File: config.mk
export PLATFORM = sky130hd
export DESIGN_NAME = split_tlb
export DESIGN_NICKNAME = d
export VERILOG_FILES = /design/src/rtl/tlb_pkg.sv /design/src/rtl/tlb_tag_bank.sv /design/src/rtl/tlb_ppn_bank.sv /design/src/rtl/tlb_lookup_sel.sv /design/src/rtl/split_tlb.sv
export SDC_FILE = /design/constraint.sdc
export NUM_CORES = 2
export LEC_CHECK = 0
export ABC_CLOCK_PERIOD_IN_PS = 7500
export BUFFER_PORTS_ARGS = -buffer_cell sky130_fd_sc_hd__clkbuf_2
export CORE_ASPECT_RATIO = 1.2
export CORE_MARGIN = 4
export CORE_UTILIZATION = 45
export CTS_CLUSTER_SIZE = 20
export DETAILED_ROUTE_END_ITERATION = 10
export RECOVER_POWER = 25
export REMOVE_ABC_BUFFERS = 1
export SLEW_MARGIN = 10
export SYNTH_ARGS = -nofsm -noshare
export SYNTH_HDL_FRONTEND = slang
export SYNTH_SLANG_ARGS = --single-unit
File: constraint.sdc
create_clock -name clk -period 7.5 [get_ports clk]
set_input_delay 1.125 -clock clk [delete_from_list [all_inputs] [get_ports clk]]
set_output_delay 1.125 -clock clk [all_outputs]
set_load 0.1 [all_outputs]
File: src/rtl/tlb_pkg.sv
// Shared definitions for the split-tag translation cache.
// Assumes access kinds arrive as 2-bit codes; code 3 is folded onto load.
package tlb_pkg;
    typedef enum logic [1:0] {
        ACC_FETCH = 2'd0,
        ACC_LOAD  = 2'd1,
        ACC_STORE = 2'd2,
        ACC_ALT   = 2'd3
    } acc_t;

    localparam int NUM_KINDS = 3;
    localparam int PAGE_OFS_W = 12;

    // Map an access code onto the tag bank that serves it.
    function automatic int bank_of(input logic [1:0] code);
        case (acc_t'(code))
            ACC_FETCH: return 0;
            ACC_STORE: return 2;
            default:   return 1;
        endcase
    endfunction
endpackage

File: src/rtl/tlb_tag_bank.sv
// One tag column (one access kind) of the translation cache.
// Tags are one bit wider than the page number; all-ones marks invalid,
// so no real page number (leading zero) can ever match it.
// Assumes rf_tag always carries a zero top bit.
module tlb_tag_bank #(
    parameter int ENTRIES = 16,
    parameter int TAG_W   = 21,
    localparam int IDX_W  = $clog2(ENTRIES)
) (
    input  logic             clk,
    input  logic             rst_n,
    input  logic             flush,
    input  logic             rf_en,
    input  logic             rf_own,
    input  logic [IDX_W-1:0] rf_idx,
    input  logic [TAG_W-1:0] rf_tag,
    input  logic [IDX_W-1:0] rd_idx,
    output logic [TAG_W-1:0] rd_tag
);
    localparam logic [TAG_W-1:0] INV = '1;

    logic [TAG_W-1:0] tag_q [ENTRIES];

    // Reset/flush clear all tags; refill writes or scrubs the indexed tag.
    always_ff @(posedge clk) begin
        if (!rst_n || flush) begin
            for (int i = 0; i < ENTRIES; i++) tag_q[i] <= INV;
        end else if (rf_en) begin
            if (rf_own)
                tag_q[rf_idx] <= rf_tag;
            else if (tag_q[rf_idx] != rf_tag)
                tag_q[rf_idx] <= INV;
        end
    end

    // Read port for the lookup path.
    assign rd_tag = tag_q[rd_idx];

    a_r4_own_written: assert property (@(posedge clk) disable iff (!rst_n)
        (rf_en && rf_own && !flush) |=> tag_q[$past(rf_idx)] == $past(rf_tag));

    a_r4_match_kept: assert property (@(posedge clk) disable iff (!rst_n)
        (rf_en && !rf_own && !flush && tag_q[rf_idx] == rf_tag)
        |=> tag_q[$past(rf_idx)] == $past(rf_tag));

    a_r5_mismatch_scrubbed: assert property (@(posedge clk) disable iff (!rst_n)
        (rf_en && !rf_own && !flush && tag_q[rf_idx] != rf_tag)
        |=> tag_q[$past(rf_idx)] == INV);
endmodule

File: src/rtl/tlb_ppn_bank.sv
// Shared physical page number column; written by every refill.
// Assumes the caller gates writes with flush priority.
module tlb_ppn_bank #(
    parameter int ENTRIES = 16,
    parameter int PPN_W   = 22,
    localparam int IDX_W  = $clog2(ENTRIES)
) (
    input  logic             clk,
    input  logic             rst_n,
    input  logic             wr_en,
    input  logic [IDX_W-1:0] wr_idx,
    input  logic [PPN_W-1:0] wr_ppn,
    input  logic [IDX_W-1:0] rd_idx,
    output logic [PPN_W-1:0] rd_ppn
);
    logic [PPN_W-1:0] ppn_q [ENTRIES];

    // Clear on reset, overwrite the indexed entry on each refill.
    always_ff @(posedge clk) begin
        if (!rst_n) begin
            for (int i = 0; i < ENTRIES; i++) ppn_q[i] <= '0;
        end else if (wr_en) begin
            ppn_q[wr_idx] <= wr_ppn;
        end
    end

    // Read port for the lookup path.
    assign rd_ppn = ppn_q[rd_idx];

    a_r6_ppn_replaced: assert property (@(posedge clk) disable iff (!rst_n)
        wr_en |=> ppn_q[$past(wr_idx)] == $past(wr_ppn));
endmodule

File: src/rtl/tlb_lookup_sel.sv
// Combinational hit detection: picks the tag column for the access kind,
// compares it with the zero-extended page number and forms the address.
module tlb_lookup_sel #(
    parameter int VPN_W = 20,
    parameter int PPN_W = 22,
    localparam int TAG_W = VPN_W + 1,
    localparam int OFS_W = tlb_pkg::PAGE_OFS_W
) (
    input  logic [TAG_W-1:0]       tag_fetch,
    input  logic [TAG_W-1:0]       tag_load,
    input  logic [TAG_W-1:0]       tag_store,
    input  logic [1:0]             kind,
    input  logic [VPN_W-1:0]       vpn,
    input  logic [OFS_W-1:0]       ofs,
    input  logic [PPN_W-1:0]       ppn,
    output logic                   hit,
    output logic [PPN_W+OFS_W-1:0] paddr
);
    logic [TAG_W-1:0] sel_tag;

    // Choose the tag column serving this access kind.
    always_comb begin
        case (tlb_pkg::bank_of(kind))
            0:       sel_tag = tag_fetch;
            2:       sel_tag = tag_store;
            default: sel_tag = tag_load;
        endcase
    end

    // Compare and join page number with offset.
    assign hit   = (sel_tag == {1'b0, vpn});
    assign paddr = {ppn, ofs};
endmodule

File: src/rtl/split_tlb.sv
// Direct-mapped translation cache with per-kind tags over one shared
// physical page number. Lookup is combinational; refill and flush act
// on the next edge, flush winning over a same-cycle refill.
// Assumes ENTRIES is a power of two and at least 2.
module split_tlb #(
    parameter int ENTRIES = 16,
    parameter int VPN_W   = 20,
    parameter int PPN_W   = 22,
    localparam int IDX_W  = $clog2(ENTRIES),
    localparam int OFS_W  = tlb_pkg::PAGE_OFS_W,
    localparam int TAG_W  = VPN_W + 1
) (
    input  logic                   clk,
    input  logic                   rst_n,
    input  logic                   flush,
    input  logic [VPN_W+OFS_W-1:0] lk_vaddr,
    input  logic [1:0]             lk_kind,
    output logic                   lk_hit,
    output logic [PPN_W+OFS_W-1:0] lk_paddr,
    input  logic                   rf_valid,
    input  logic [1:0]             rf_kind,
    input  logic [VPN_W-1:0]       rf_vpn,
    input  logic [PPN_W-1:0]       rf_ppn
);
    logic [VPN_W-1:0] lk_vpn;
    logic [IDX_W-1:0] lk_idx, rf_idx;
    logic             rf_go;
    logic [TAG_W-1:0] col_tag [tlb_pkg::NUM_KINDS];
    logic [PPN_W-1:0] ent_ppn;

    // Split the lookup address and derive both indices.
    assign lk_vpn = lk_vaddr[VPN_W+OFS_W-1:OFS_W];
    assign lk_idx = lk_vpn[IDX_W-1:0];
    assign rf_idx = rf_vpn[IDX_W-1:0];
    assign rf_go  = rf_valid && !flush;

    // One tag column per access kind.
    for (genvar b = 0; b < tlb_pkg::NUM_KINDS; b++) begin : g_col
        tlb_tag_bank #(.ENTRIES(ENTRIES), .TAG_W(TAG_W)) u_tags (
            .clk    (clk),
            .rst_n  (rst_n),
            .flush  (flush),
            .rf_en  (rf_valid),
            .rf_own (tlb_pkg::bank_of(rf_kind) == b),
            .rf_idx (rf_idx),
            .rf_tag ({1'b0, rf_vpn}),
            .rd_idx (lk_idx),
            .rd_tag (col_tag[b])
        );
    end

    tlb_ppn_bank #(.ENTRIES(ENTRIES), .PPN_W(PPN_W)) u_ppn (
        .clk    (clk),
        .rst_n  (rst_n),
        .wr_en  (rf_go),
        .wr_idx (rf_idx),
        .wr_ppn (rf_ppn),
        .rd_idx (lk_idx),
        .rd_ppn (ent_ppn)
    );

    tlb_lookup_sel #(.VPN_W(VPN_W), .PPN_W(PPN_W)) u_sel (
        .tag_fetch (col_tag[0]),
        .tag_load  (col_tag[1]),
        .tag_store (col_tag[2]),
        .kind      (lk_kind),
        .vpn       (lk_vpn),
        .ofs       (lk_vaddr[OFS_W-1:0]),
        .ppn       (ent_ppn),
        .hit       (lk_hit),
        .paddr     (lk_paddr)
    );

    a_r7_flush_empties: assert property (@(posedge clk) disable iff (!rst_n)
        flush |=> !lk_hit);

    a_r8_reset_empties: assert property (@(posedge clk)
        !rst_n |=> !lk_hit);
endmodule

# Word-level counts from Yosys, hierarchy flattened
# Memory sizes are Yosys's and may differ from the RTL's.
# Cells that the tools add are included.
totals:
  register_bits: 0
  latchBits: 0
  ram_bits: 1360
  mem_bits_ro: 0
  input_bits: 82
  output_inout_bits: 35
  elab_cells: 79
  mem_count: 4
mem_list:
  columns: ["name", "depth", "word_bits", "read_ports", "rd_ports_with_merged_regs", "write_ports", "line", "source"]
  rows:
  - ["u_ppn.ppn_q", 16, 22, 1, 0, 16, "tlb_ppn_bank.sv:16", "logic [PPN_W-1:0] ppn_q [ENTRIES];"]
  - ["g_col[0].u_tags.tag_q", 16, 21, 2, 0, 16, "tlb_tag_bank.sv:22", "logic [TAG_W-1:0] tag_q [ENTRIES];"]
  - ["g_col[1].u_tags.tag_q", 16, 21, 2, 0, 16, "tlb_tag_bank.sv:22", null]
  - ["g_col[2].u_tags.tag_q", 16, 21, 2, 0, 16, "tlb_tag_bank.sv:22", null]
op_classes:
  n_addsub: 0
  n_mul: 0
  n_div: 0
  magnitude_cmp: 0
  eq_ne: 9
  shifts: 0
  mux: 51
  bitwise_logic: 3
  reduce_logical: 12
ops:
  columns: ["op", "count"]
  rows:
  - ["2-to-1 mux 21 bit", 6]
  - ["zero test 32 bit", 2]
  - ["inequality test 21 x 20 -> 1 bit", 3]
  - ["OR reduction 21 bit", 3]
  - ["one-hot mux 21 bit (2 select lines)", 1]
  - ["2-to-1 mux 1 bit", 37]
  - ["== test 32 x 2 -> 1 bit, second input constant", 1]
  - ["== test 32 x 3 -> 1 bit, second input constant", 1]
  - ["2-to-1 mux 22 bit", 1]
  - ["OR reduction 22 bit", 1]
  - ["== test 21 x 20 -> 1 bit", 1]
  - ["2-to-1 mux 4 bit", 4]
  - ["one-hot mux 2 bit (2 select lines)", 2]
  - ["== test 2 bit, second input constant", 3]
  - ["zero test 2 bit", 2]
  - ["OR 1 bit", 3]
  - ["zero test 1 bit", 2]
  - ["logical AND 1 bit", 1]
  - ["logical OR 1 bit", 1]

# Logic depth before layout (Yosys ltp)
depth:
  depth_word: 10
  depth_mapped: 14

# Modules after synthesis
# A second synthesis with hierarchy kept.
hier_totals:
  hier_cells: 4781
  area_unflattened_um2: 70068.5
modules_own_cells:
  columns: ["module", "instances", "cells_each", "area_per_inst_um2", "seq_area_each_um2"]
  rows:
  - ["tlb_tag_bank", 3, 1218, 17713.2, 10089.7]
  - ["tlb_ppn_bank", 1, 985, 15906.5, 10570.1]
  - ["tlb_lookup_sel", 1, 137, 998.5, 0.0]
  - ["split_tlb", 1, 5, 23.8, 0.0]

# Worst setup path before layout
# No wires, ideal clock.
synth_timing:
  path_kind: "in2out"
  startpoint: "input port lk_vaddr[12]"
  endpoint: "output port lk_hit"
  arrival_time_ps: 5067
  slack_ps: 1308
  stages: 10
  path_buffers: 4
  path_cell_list: "buf_6 buf_6 buf_2 buf_4 mux4_2 mux4_2 o21ai_0 xor2_1 nand2_1 nor4_2"
synth_between:
  elab_chain_cells: 3
synth_rtl:
  columns: ["item", "line", "source"]
  rows:
  - ["from (decl)", "split_tlb.sv:16", "input logic [VPN_W+OFS_W-1:0] lk_vaddr,"]
  - ["memory read (16 x 21 bit)", null, null]
  - ["one-hot mux 21 bit (2 select lines)", "tlb_lookup_sel.sv:23", "case (tlb_pkg::bank_of(kind))"]
  - ["== test 21 x 20 -> 1 bit *", "tlb_lookup_sel.sv:31", "assign hit = (sel_tag == {1'b0, vpn});"]
  - ["to (decl)", "split_tlb.sv:18", "output logic lk_hit,"]
# Every way passes the cells marked *; elsewhere a longest branch is shown, timed or not.

# Worst setup path after layout
layout_timing:
  startpoint: "input port lk_vaddr[14]"
  endpoint: "output port lk_hit"
# Same word-level chain as after synthesis.

==> results.ini <==
[yosys]
yosysWarnings=0
synth_top_cell_area_share=0.5909
yosysSeqAreaShare=0.5909
yosysUniqueCellTypes=72
synth_ff_type=edfxtp_1
synth_edf_count=1360
syn_avg_cell_area_um2=15.87
ys_seq_elements=1360
synth_most_common_cell=edfxtp_1
synthArstFlopShare=0
synth_commonest_cells=edfxtp_1 (1360), or2_2 (675), mux4_2 (621)
syn-cell-area_mm2=0.06912
ys_top_cells_by_area=edfxtp_1 (59%), mux4_2 (20%), or2_2 (6.1%), and2_1 (2.4%), clkbuf_1 (1.7%)
synth_area_leader_cell=edfxtp_1
synthCells=4355

[timing]
period_minus_slack_ns=6.900
setup_tns_ns=0
post-route-period-util=0.9200
slew_violations=577
rsz0062_at_grt=false
fmaxAchievable_mhz=144.9
maxSlewHeadroom=-0.9791
skew_ns=0.03087
tightestPinTransition_ns=2.969
hold_violations=0
finalWorstSetupSlack_ns=0.5999
setup_violations=0

[power_and_ir_drop]
cellPowerDensity_mw_per_mm2=235.4
seqPwrFrac=0.495
power_frac_clock=0.390
p_int_mw=13.49
power.leakage_nw=23.66
vdd_drop_max_mv=0.2433
switching_share=0.2553
p_switching_mw=4.624
total_power_mw=18.11
power_frac_comb=0.115

[floorplanning]
core_mm2=0.1526
fp-row-count=157
pin_count=117
dieWidth_um=365.8
initial_utilization=0.4528
die_y_um=437.3
dieArea_mm2=0.1600

[clock_tree]
cts_buffers=147
cts_root_buf=clkbuf_16
htreeDepth=4
cts_tree=done
numClockSinks=1360
clk_latency_ns=0.81
cts_setup_buffers=0
cts_resized=0
path_clk_slew_ns=0.06
clk_path_buf_depth=3
ctsHoldBuffers=0

[grt]
grt_pass1_wl_um=334900
first_global_vias=42810
grt_max_degree=101
antenna_found_initial=21
grt.overflow.total=0
track_usage=0.2987

[final_layout]
seqCellArea_mm2=0.04084
n_fill_cell=12720
multi_input_area_mm2=0.02685
area_growth_pct=11.30
drive_gt1_frac=0.4040
finalNetCount=4514
final_area_mm2=0.07693

[critical_path]
cp-end-kind=primary output
critical_path_peak_fanout=60
critPathArrivalTime_ns=5.78
worstSetupStartpointType=input pin
crit_required_ns=6.38
crit_type=input pin to primary output

[route]
drt_wl_total_um=239200
dr_total_vias=42180
drt_iter0_drc=5838
wl_per_cell_um=36.51
via_per_inst=6.438
drtAntennaViolNets=0
first_pass_iters=7
drc_errors=0

[place]
gp_congestion=0.8937
pre_cts_slack_ns=0.8232
place_area_mm2=0.07260
portBuffers=92
hpwl_um=146400

[outcome]
violations=max-capacitance violations, max-slew violations
status=finished, violations left

[job]
max_cap_viol_count=28

[worst_hold_path]
min_path_type=input pin to register

power groups by stage:
stage / combinational [mW] / sequential [mW] / clock, mW
finish: 2.08 / 8.97 / 7.05
global route: 2.14 / 9.01 / 7.45
CTS: 2.08 / 8.97 / 7.13
detailed placement: 2.08 / 9.13 / 0
global placement: 2.07 / 9.10 / 0
floorplan: 1.09 / 9.05 / 0
path summary, 6_finish.rpt:
path                                     start                       endpoint  slack [ns]  cells after the start
hold reg to reg   g_col[0].u_tags.tag_q[14][7]    g_col[0].u_tags.tag_q[0][8]        1.89                      6
hold / removal                      rf_vpn[13]   g_col[1].u_tags.tag_q[1][13]        0.62                      2
setup reg to reg  g_col[2].u_tags.tag_q[12][6]  g_col[2].u_tags.tag_q[15][17]        3.36                     10
setup / recovery                  lk_vaddr[14]                         lk_hit        0.60                     10
registers in the layout, summed over array words and instances (netlist names):
register and flops:
g_col.u_tags.tag_q 1008, u_ppn.ppn_q 352
area by class of cell:
class	count	share of cell area
diodes	16	0.0005205
clock buffers	180	0.05026
clock inverters	86	0.008978
inverters	13	0.0006343
multi-input cells	2618	0.3491
flip-flops and latches	1360	0.5309
well taps	1987	0.03232
repair buffers	292	0.02734
cells by family after synthesis:
group,after synthesis,synth area share
DFF,1360,0.5909
xor gates and xnor gates,72,0.009124
AOI/OAI and AO/OA,200,0.02132
buffers and inverters,472,0.03206
muxes,689,0.2146
and+or+nand+nor,1561,0.1320
other,1,0.00005426
placed cells by master (no fill, tap or decap), drive strengths merged, types with 6 or more instances in the layout:
| master | Yosys | final |
|---|---|---|
| a2111oi | 7 | 7 |
| a211oi | 13 | 13 |
| a21oi | 6 | 6 |
| a221oi | 7 | 7 |
| a22oi | 14 | 14 |
| a31oi | 25 | 25 |
| a32oi | 7 | 7 |
| and2 | 269 | 269 |
| and3 | 90 | 90 |
| buf | 150 | 170 |
| bufinv | 0 | 7 |
| clkbuf | 307 | 302 |
| clkinv | 1 | 66 |
| clkinvlp | 0 | 7 |
| conb | 1 | 96 |
| diode | 0 | 16 |
| edfxtp | 1360 | 1360 |
| inv | 12 | 19 |
| mux2 | 17 | 17 |
| mux2i | 42 | 42 |
| mux4 | 630 | 630 |
| nand2 | 170 | 170 |
| nand2b | 35 | 35 |
| nand3 | 38 | 38 |
| nand3b | 8 | 8 |
| nand4 | 15 | 15 |
| nor2 | 102 | 102 |
| nor2b | 17 | 17 |
| nor3 | 27 | 27 |
| nor4 | 9 | 9 |
| o211ai | 7 | 7 |
| o21ai | 14 | 14 |
| o221ai | 13 | 13 |
| o22ai | 49 | 49 |
| or2 | 675 | 675 |
| or3 | 82 | 82 |
| xnor2 | 51 | 51 |
| xor2 | 21 | 21 |
worst max-delay path: stages:
cell      delay, ns
buf_6          0.58
nand2b_1       0.93
o32ai_1        0.40
or4_1          0.77
nor3_1         0.40
xor2_1         0.34
nor2_1         0.20
nand4_1        0.12
nor4_2         0.53
buf_12         0.24
per-layer routing:
| layer | GRT usage | part of all wire |
|---|---|---|
| met5 | 0 | 0.00029 |
| met4 | 0.1680 | 0.067 |
| met3 | 0.06307 | 0.092 |
| met2 | 0.4906 | 0.49 |
| met1 | 0.3703 | 0.35 |
per-stage QoR:
step / util / std cells / hold slack [ns]
floorplan: - / 3991 / 1.262
global placement: 0.4756 / 6270 / 1.412
detailed placement: 0.4756 / 6270 / 1.415
CTS: 0.5055 / 6536 / 0.5616
global route: 0.5038 / 6542 / 0.6104
finish: 0.5040 / 6552 / 0.6166
(Power assumes the default switching activity.)
